### src/rtl/exc_entry_pkg.sv
package exc_entry_pkg;
  typedef enum logic [2:0] {
    ST_IDLE, ST_SR_UPD, ST_VEC, ST_PUSH_PC, ST_PUSH_SR, ST_VEC_FETCH, ST_HND_FETCH
  } exc_state_e;

  typedef enum logic [1:0] {
    CYC_DATA = 2'b00, CYC_IACK = 2'b01, CYC_VECTOR = 2'b10, CYC_IFETCH = 2'b11
  } bus_cyc_e;

  localparam int SR_T_BIT    = 15;
  localparam int SR_S_BIT    = 13;
  localparam int SR_M_BIT    = 12;
  localparam int SR_IPL_LSB  = 8;
  localparam int FRAME_BYTES = 8;
endpackage

### src/rtl/exc_sr_calc.sv
module exc_sr_calc import exc_entry_pkg::*; #(
  parameter int SR_W  = 16,
  parameter int LVL_W = 3
) (
  input  logic [SR_W-1:0]  sr_i,
  input  logic             irq_i,
  input  logic [LVL_W-1:0] lvl_i,
  output logic [SR_W-1:0]  sr_o
);
  always_comb begin
    sr_o = sr_i;
    sr_o[SR_S_BIT] = 1'b1;
    sr_o[SR_T_BIT] = 1'b0;
    if (irq_i) begin
      sr_o[SR_M_BIT] = 1'b0;
      sr_o[SR_IPL_LSB +: LVL_W] = lvl_i;
    end
  end
endmodule

### src/rtl/exc_bus_gen.sv
module exc_bus_gen import exc_entry_pkg::*; #(
  parameter int             AW        = 32,
  parameter int             SR_W      = 16,
  parameter int             VEC_W     = 8,
  parameter int             LVL_W     = 3,
  parameter int             VBR_ALIGN = 20,
  parameter logic [AW-1:0]  IACK_BASE = 32'hFFFF_FFE0
) (
  input  exc_state_e       state_i,
  input  logic             irq_i,
  input  logic [LVL_W-1:0] lvl_i,
  input  logic [VEC_W-1:0] vec_i,
  input  logic [AW-1:0]    frame_sp_i,
  input  logic [AW-1:0]    pc_i,
  input  logic [SR_W-1:0]  saved_sr_i,
  input  logic [1:0]       mis_i,
  input  logic [AW-1:0]    vbr_i,
  input  logic [AW-1:0]    handler_i,
  output logic             req_o,
  output logic             we_o,
  output logic [1:0]       cyc_o,
  output logic [AW-1:0]    addr_o,
  output logic [AW-1:0]    wdata_o
);
  localparam int FMT_W = AW - VEC_W - SR_W;

  logic [AW-1:0]    vbr_base;
  logic [FMT_W-1:0] fmt;
  logic             unused_vbr;

  assign vbr_base   = {vbr_i[AW-1:VBR_ALIGN], {VBR_ALIGN{1'b0}}};
  assign unused_vbr = ^vbr_i[VBR_ALIGN-1:0];
  assign fmt        = {2'b01, mis_i, {(FMT_W-4){1'b0}}};

  always_comb begin
    req_o   = 1'b0;
    we_o    = 1'b0;
    cyc_o   = CYC_DATA;
    addr_o  = '0;
    wdata_o = '0;
    unique case (state_i)
      ST_VEC: if (irq_i) begin
        req_o  = 1'b1;
        cyc_o  = CYC_IACK;
        addr_o = IACK_BASE | (AW'(lvl_i) << 2);
      end
      ST_PUSH_PC: begin
        req_o   = 1'b1;
        we_o    = 1'b1;
        addr_o  = frame_sp_i + AW'(4);
        wdata_o = pc_i;
      end
      ST_PUSH_SR: begin
        req_o   = 1'b1;
        we_o    = 1'b1;
        addr_o  = frame_sp_i;
        wdata_o = {fmt, vec_i, saved_sr_i};
      end
      ST_VEC_FETCH: begin
        req_o  = 1'b1;
        cyc_o  = CYC_VECTOR;
        addr_o = vbr_base + (AW'(vec_i) << 2);
      end
      ST_HND_FETCH: begin
        req_o  = 1'b1;
        cyc_o  = CYC_IFETCH;
        addr_o = handler_i;
      end
      default: ;
    endcase
  end
endmodule

### src/rtl/exc_entry_seq.sv
module exc_entry_seq import exc_entry_pkg::*; #(
  parameter int             AW        = 32,
  parameter int             SR_W      = 16,
  parameter int             VEC_W     = 8,
  parameter int             LVL_W     = 3,
  parameter int             VBR_ALIGN = 20,
  parameter logic [AW-1:0]  IACK_BASE = 32'hFFFF_FFE0
) (
  input  logic             clk_i,
  input  logic             rst_ni,
  input  logic             req_i,
  input  logic             req_irq_i,
  input  logic [VEC_W-1:0] req_vec_i,
  input  logic [LVL_W-1:0] req_lvl_i,
  input  logic             req_next_i,
  input  logic [AW-1:0]    fault_pc_i,
  input  logic [AW-1:0]    next_pc_i,
  input  logic [SR_W-1:0]  sr_i,
  output logic [SR_W-1:0]  sr_o,
  output logic             sr_we_o,
  input  logic [AW-1:0]    ssp_i,
  output logic [AW-1:0]    ssp_o,
  output logic             ssp_we_o,
  input  logic [AW-1:0]    vbr_i,
  output logic             bus_req_o,
  output logic             bus_we_o,
  output logic [1:0]       bus_cyc_o,
  output logic [AW-1:0]    bus_addr_o,
  output logic [AW-1:0]    bus_wdata_o,
  input  logic [AW-1:0]    bus_rdata_i,
  input  logic             bus_ack_i,
  output logic             busy_o,
  output logic             done_o,
  output logic [AW-1:0]    pc_o
);
  exc_state_e       state_q, state_d;
  logic [SR_W-1:0]  saved_sr_q;
  logic             irq_q;
  logic [LVL_W-1:0] lvl_q;
  logic [VEC_W-1:0] vec_q;
  logic [AW-1:0]    pc_q, frame_sp_q, handler_q;
  logic [1:0]       mis_q;

  always_comb begin
    state_d = state_q;
    unique case (state_q)
      ST_IDLE:      if (req_i) state_d = ST_SR_UPD;
      ST_SR_UPD:    state_d = ST_VEC;
      ST_VEC:       if (!irq_q || bus_ack_i) state_d = ST_PUSH_PC;
      ST_PUSH_PC:   if (bus_ack_i) state_d = ST_PUSH_SR;
      ST_PUSH_SR:   if (bus_ack_i) state_d = ST_VEC_FETCH;
      ST_VEC_FETCH: if (bus_ack_i) state_d = ST_HND_FETCH;
      ST_HND_FETCH: if (bus_ack_i) state_d = ST_IDLE;
      default:      state_d = ST_IDLE;
    endcase
  end

  always_ff @(posedge clk_i or negedge rst_ni) begin
    if (!rst_ni) begin
      state_q    <= ST_IDLE;
      saved_sr_q <= '0;
      irq_q      <= 1'b0;
      lvl_q      <= '0;
      vec_q      <= '0;
      pc_q       <= '0;
      frame_sp_q <= '0;
      mis_q      <= '0;
      handler_q  <= '0;
    end else begin
      state_q <= state_d;
      unique case (state_q)
        ST_IDLE: if (req_i) begin
          saved_sr_q <= sr_i;
          irq_q      <= req_irq_i;
          lvl_q      <= req_lvl_i;
          vec_q      <= req_vec_i;
          pc_q       <= req_next_i ? next_pc_i : fault_pc_i;
        end
        ST_SR_UPD: begin
          frame_sp_q <= ssp_o;
          mis_q      <= ssp_i[1:0];
        end
        ST_VEC:       if (irq_q && bus_ack_i) vec_q <= bus_rdata_i[VEC_W-1:0];
        ST_VEC_FETCH: if (bus_ack_i) handler_q <= bus_rdata_i;
        default: ;
      endcase
    end
  end

  exc_sr_calc #(.SR_W(SR_W), .LVL_W(LVL_W)) u_sr_calc (
    .sr_i  (saved_sr_q),
    .irq_i (irq_q),
    .lvl_i (lvl_q),
    .sr_o  (sr_o)
  );

  exc_bus_gen #(
    .AW(AW), .SR_W(SR_W), .VEC_W(VEC_W), .LVL_W(LVL_W),
    .VBR_ALIGN(VBR_ALIGN), .IACK_BASE(IACK_BASE)
  ) u_bus_gen (
    .state_i    (state_q),
    .irq_i      (irq_q),
    .lvl_i      (lvl_q),
    .vec_i      (vec_q),
    .frame_sp_i (frame_sp_q),
    .pc_i       (pc_q),
    .saved_sr_i (saved_sr_q),
    .mis_i      (mis_q),
    .vbr_i      (vbr_i),
    .handler_i  (handler_q),
    .req_o      (bus_req_o),
    .we_o       (bus_we_o),
    .cyc_o      (bus_cyc_o),
    .addr_o     (bus_addr_o),
    .wdata_o    (bus_wdata_o)
  );

  // align down first, then reserve the frame
  assign ssp_o    = {ssp_i[AW-1:2], 2'b00} - AW'(FRAME_BYTES);
  assign ssp_we_o = (state_q == ST_SR_UPD);
  assign sr_we_o  = (state_q == ST_SR_UPD);
  assign busy_o   = (state_q != ST_IDLE);
  assign done_o   = (state_q == ST_HND_FETCH) && bus_ack_i;
  assign pc_o     = handler_q;
endmodule

### config.mk
export PLATFORM = sky130hd
export DESIGN_NAME = exc_entry_seq
export DESIGN_NICKNAME = d
export VERILOG_FILES = /design/src/rtl/exc_entry_pkg.sv /design/src/rtl/exc_sr_calc.sv /design/src/rtl/exc_bus_gen.sv /design/src/rtl/exc_entry_seq.sv
export SDC_FILE = /design/constraint.sdc
export NUM_CORES = 1
export LEC_CHECK = 0
export BUFFER_PORTS_ARGS = -buffer_cell sky130_fd_sc_hd__buf_2
export CAP_MARGIN = 40
export CORE_MARGIN = 3
export CORE_UTILIZATION = 48
export DETAILED_ROUTE_END_ITERATION = 16
export PLACE_DENSITY = 0.81
export SYNTH_ARGS = -nofsm -noshare
export SYNTH_HDL_FRONTEND = slang
export SYNTH_HIERARCHICAL = 1
export SYNTH_SLANG_ARGS = --single-unit
export TNS_END_PERCENT = 10
### constraint.sdc
create_clock -name clk_i -period 2 [get_ports clk_i]
set_input_delay 0 -clock clk_i [delete_from_list [all_inputs] [get_ports clk_i]]
set_output_delay 0 -clock clk_i [all_outputs]
set_load 0.05 [all_outputs]
After elaboration in Yosys (flattened, before gate mapping):

Index checks and enable logic that the tools add are counted.

* register bits after elaboration: 129
* input port bits: 193
* logic and storage cells: 59

* add/sub/neg operators: 3
* equal/unequal tests: 13
* muxes and demuxes: 21
* reduce and logical (&&, ||, !) cells: 13

Operator list (count)
* $pmux W32 S5: 1
* $mux W32: 2
* $pmux W32 S2: 1
* $add A32 B10 Y32: 1
* $add A32 B3 Y32 const B: 1
* $sub A32 B4 Y32 const B: 1
* $mux W3: 7
* $pmux W3 S7: 1
* $mux W8: 2
* $pmux W8 S2: 1
* $ne A2 B2 Y1 const B: 7
* $eq A3 B3 Y1 const B: 3
* $eq A3 B2 Y1 const B: 2
* $pmux W2 S3: 1
* $reduce_and A6 Y1: 1
* $mux W1: 4
* $reduce_and A2 Y1: 2
* $reduce_or A4 Y1: 1
* $eq A3 B1 Y1 const B: 1
* $logic_not A3 Y1: 1
* $reduce_and A3 Y1: 1
* $reduce_bool A3 Y1: 1
* $logic_and A1 B1 Y1: 2
* $pmux W1 S2: 1
* other kinds (4): 4

Longest topological paths before layout:

* depth in word-level cells: 4
* mapped depth: 7
* depth with buffers taken out: 7

Modules after synthesis:

Netlist, hierarchy kept.

By module, submodules not included
* exc_entry_seq: times used 1, cells an instance 472, area each 5708.0 µm², seq. area each 3178.0 µm²
* exc_bus_gen: times used 1, cells an instance 295, area each 1861.8 µm², seq. area each 0.0 µm²
* exc_sr_calc: times used 1, cells an instance 18, area each 140.1 µm², seq. area each 0.0 µm²

Worst setup path after synthesis:

Ideal clock, no wire load.

* path kind: reg2out
* start: register frame_sp_q[2]
* end: output port bus_addr_o[14]
* arrival time: 3.082 ns
* slack: -1.082 ns
* stages on the path, launching flop included: 6
* path buffers: 1
* cell sequence: dfrtp_1 > ha_1 > and4_1 > clkbuf_1 > nand3b_1 > o311ai_0

* cells in the longest elaborated chain, start to end: 2

Ends and longest elaborated chain
* start: declaration: line exc_entry_seq.sv:41 `logic [AW-1:0] pc_q, frame_sp_q, handler_q;`
* start signal: assignment: line exc_entry_seq.sv:80 `frame_sp_q <= ssp_o;`
* $add A32 B3 Y32: line exc_bus_gen.sv:50 `addr_o = frame_sp_i + AW'(4);`
* $pmux W32 S5: line exc_bus_gen.sv:41 `unique case (state_i)`
* end: declaration: line exc_entry_seq.sv:28 `output logic [AW-1:0] bus_addr_o,`

No other way between the ends.

Final worst setup path:

* start: register frame_sp_q[3]
* end: output port bus_addr_o[27]

The elaborated chain is that of the path after synthesis.

==> results.txt <==
Vias in the first global route: 9005
FP Rows: 45
Largest stage delay, worst path: 0.53 ns
Post-DP HPWL: 19300 um
Clk pin slew, worst setup/hold paths: 0.06 ns
Critical path launch point type: flop
Fin area: 12500 um^2
Post-synth EDFFs: 0
Mean Syn Cell Area: 9.82 um^2
Die H: 133 um
CP Class: flop to primary output
R2R Setup Slk: 0.11 ns
DP Worst Slack: -0.124 ns
Seq pwr share: 22.0%
Fin. Hold Viols: 0
R2R Path End: pc_q[3]$_DFFE_PN0P_
Post-route ant nets: 0
Unrepaired setup endpoints after global routing: yes
Synthesis Warnings: 6
Slowest stage cell, crit path: or4b_4
Die area: 17600 um^2
Power share of the combinational group: 63.7%
Post-synth top area cell: dfrtp_1
Reg-to-Reg Start: state_q[0]$_DFFE_PN0P_
Synth top area share: 41.2%
Max-slew violations: 0
RePlAce Congestion: 0.882
Critical Path Sink: bus_addr_o[27]
Pin count of the biggest net entering global routing: 64
Area growth, synth to finish: 62.0%
CTS tree: done
GRT Util Overall: 36.3%
Routed vias/inst: 5.88
Final WL: 32900 um
WL/cell: 22.1 um
Setup violations, final: 58
IO Count: 345
Crit share post-route: 118%
Synthesized area: 7710 um^2
Depth of the CTS H-tree: 4
Worst Path Max Fanout: 6
Unique masters post-synth: 64
Hold WS: 0.0295 ns
Sequential fraction of the synthesis area: 41.2%
Worst Min Path Start: ssp_i[21]
Worst path cell trace: nand3_2, or4b_4, buf_12, nor3_4, xor2_1, a221o_1, buf_6
Vias: 8762
Internal Power: 11200 uW
Hold Crit Class: input pin to flop
Synth Flop Type: dfrtp_1
CP endpoint kind: primary output
I/O Buffers: 320
Final nets: 1460
Drt first pass iters: 6
Largest cells by area after synthesis: dfrtp_1 (41%), mux2_2 (13%), mux2i_1 (5.8%), a21oi_1 (4.6%), nor2_1 (3.9%)
Clock Tree Buf Depth: 2
Pleak: 0.00584 uW
Initial Utilization: 49.8%
Status: finished, violations left
Post-synthesis instance total: 785
Setup_tns: -6.66 ns
Clock period minus worst slack: 2.35 ns
PwrDens: 1880 nW/um^2
Clk_lat worst skew: 0.42 ns
Critical Path AT: 2.35 ns
Final Skew: 0.00883 ns
1st-iter DRT viols: 731
Achievable Freq: 425 MHz
Failing checks: setup timing
Post-synth ARST share: 100%
Worst-Margin Slew: 0.625 ns
Max_slew headroom: 58.4%
Fin worst setup slack: -0.352 ns
WP data required: 2.00 ns
#FFs+latches synth: 127
Clk network pwr share: 14.4%
Crit. Startpoint: frame_sp_q[3]$_DFFE_PN0P_
DR DRC count: 0
Total grt overflow: 0
Core area: 15500 um^2
Total CTS buffers: 17
Sink Count: 127
Share of cells above drive strength 1: 44.7%
Initial antenna violation count: 1
Max capacitance violation total: 0
Die span in x: 133 um
Root Buffer Master: clkbuf_16
Max VDD drop: 1320 uV
Final Util: 80.7%
Net Sw Frac: 52.2%
Worst r2r path cells: 6
First-pass GRT wire length: 50000 um
P_sw: 12300 uW
Placed inst area: 10100 um^2
cell usage after synthesis, drive strengths merged (10+ instances only):
| cell type | n |
|---|---|
| nor4 | 10 |
| nand3 | 16 |
| nor3 | 13 |
| nand2 | 45 |
| buf | 29 |
| a21oi | 71 |
| dfrtp | 127 |
| mux2i | 45 |
| nor2 | 81 |
| xor2 | 23 |
| and2 | 11 |
| xnor2 | 23 |
| a22o | 26 |
| mux2 | 92 |
| clkbuf | 39 |
| o21ai | 31 |
per-layer routing:
metal	track usage [%]	vias up	share of wire (%)
li1	-	3764	-
met1	41.7	4224	35
met2	61.6	613	50
met3	8.67	161	8.6
met4	21.8	0	6.3
met5	0	-	0
logic make-up (layout without fill, tap and decap cells):
group,after synthesis,in the layout,synth area share (%)
XOR/XNOR,46,46,5.32
adder cells (fa/ha/maj),2,2,0.325
multiplexers,137,137,19.3
AO/OA/AOI/OAI,174,174,14.4
flip-flops,127,127,41.2
buffers and inverters,78,564,4.74
other,3,9,0.146
AND/OR/NAND/NOR,218,219,14.6
final cells by class:
| cell class | count | area, um^2 |
|---|---|---|
| sequential | 127 | 3180 |
| inverter | 10 | 42.5 |
| multi-input combinational | 586 | 4490 |
| timing repair buffer | 523 | 3880 |
| antenna | 1 | 2.50 |
| clock inverter | 13 | 188 |
| tap | 211 | 264 |
| clock buffer | 18 | 439 |
| fill | 848 | 2990 |
how the worst min path moves through the flow:
stage	slack (ns)	cells past startpoint	endpoint
2_1_floorplan	-0.30	0	frame_sp_q[10]$_DFFE_PN0P_
3_3_place_gp	0.02	1	saved_sr_q[1]$_DFFE_PN0P_
3_5_place_dp	0.03	1	saved_sr_q[0]$_DFFE_PN0P_
4_1_cts	0.009	4	frame_sp_q[7]$_DFFE_PN0P_
5_1_grt	0.02	3	frame_sp_q[21]$_DFFE_PN0P_
6_report	0.03	3	frame_sp_q[21]$_DFFE_PN0P_
worst max-delay path: cells and delay by family (launching register included):
kind / cells / cell delay [ns]
simple gates: 3 / 0.81
flops: 1 / 0.39
buf+inv: 2 / 0.33
compound gates: 1 / 0.31
xor+xnor: 1 / 0.09
registers in the layout (all words and copies together), names as in the netlist:
name / count
saved_sr_q: 16
state_q: 3
pc_o: 32
frame_sp_q: 30
mis_q: 2
lvl_q: 3
vec_q: 8
irq_q: 1
pc_q: 32
power groups by stage:
stage          registers, uW  logic [uW]  clock network, uW
4_1_cts                 4990       14400               3350
5_1_grt                 5260       15500               3510
2_1_floorplan           5910        8500                  0
3_3_place_gp            4900       13100                  0
3_5_place_dp            4980       13300                  0
6_report                5160       15000               3380
per-stage QoR:
| stage | total power, uW | std cells |
|---|---|---|
| floorplan | 14400 | 790 |
| global placement | 18000 | 1315 |
| detailed placement | 18300 | 1315 |
| CTS | 22700 | 1488 |
| global route | 24300 | 1489 |
| finish | 23500 | 1489 |
layout by cell type (no fill, tap or decap), types with 5 or more instances in the layout:
cell,count
nor3_1,6
conb_1,8
nor2_4,6
and2_1,8
nor4_1,6
nand2_1,44
nand4_1,6
inv_1,8
mux2_2,91
dlygate4sd3_1,137
nor2b_1,5
nand3_1,13
buf_12,15
a21oi_1,71
nor2_1,72
dfrtp_1,124
a21o_1,9
buf_4,82
buf_2,265
buf_6,23
xor2_1,14
mux2i_1,45
xnor2_1,20
o21ai_0,24
a22o_1,26
o21a_1,6
xor2_2,9
a221o_1,6
clkbuf_16,17
repair_timing:
action,4_1_cts,5_1_grt
buffers inserted,4,0
resized for setup,108,11
cloned,1,0
hold buffers,137,0
hold endpoints to repair,165,0
setup endpoints to repair,67,68
pin swaps,10,6
Note: power is estimated with default switching activity, not from simulation.
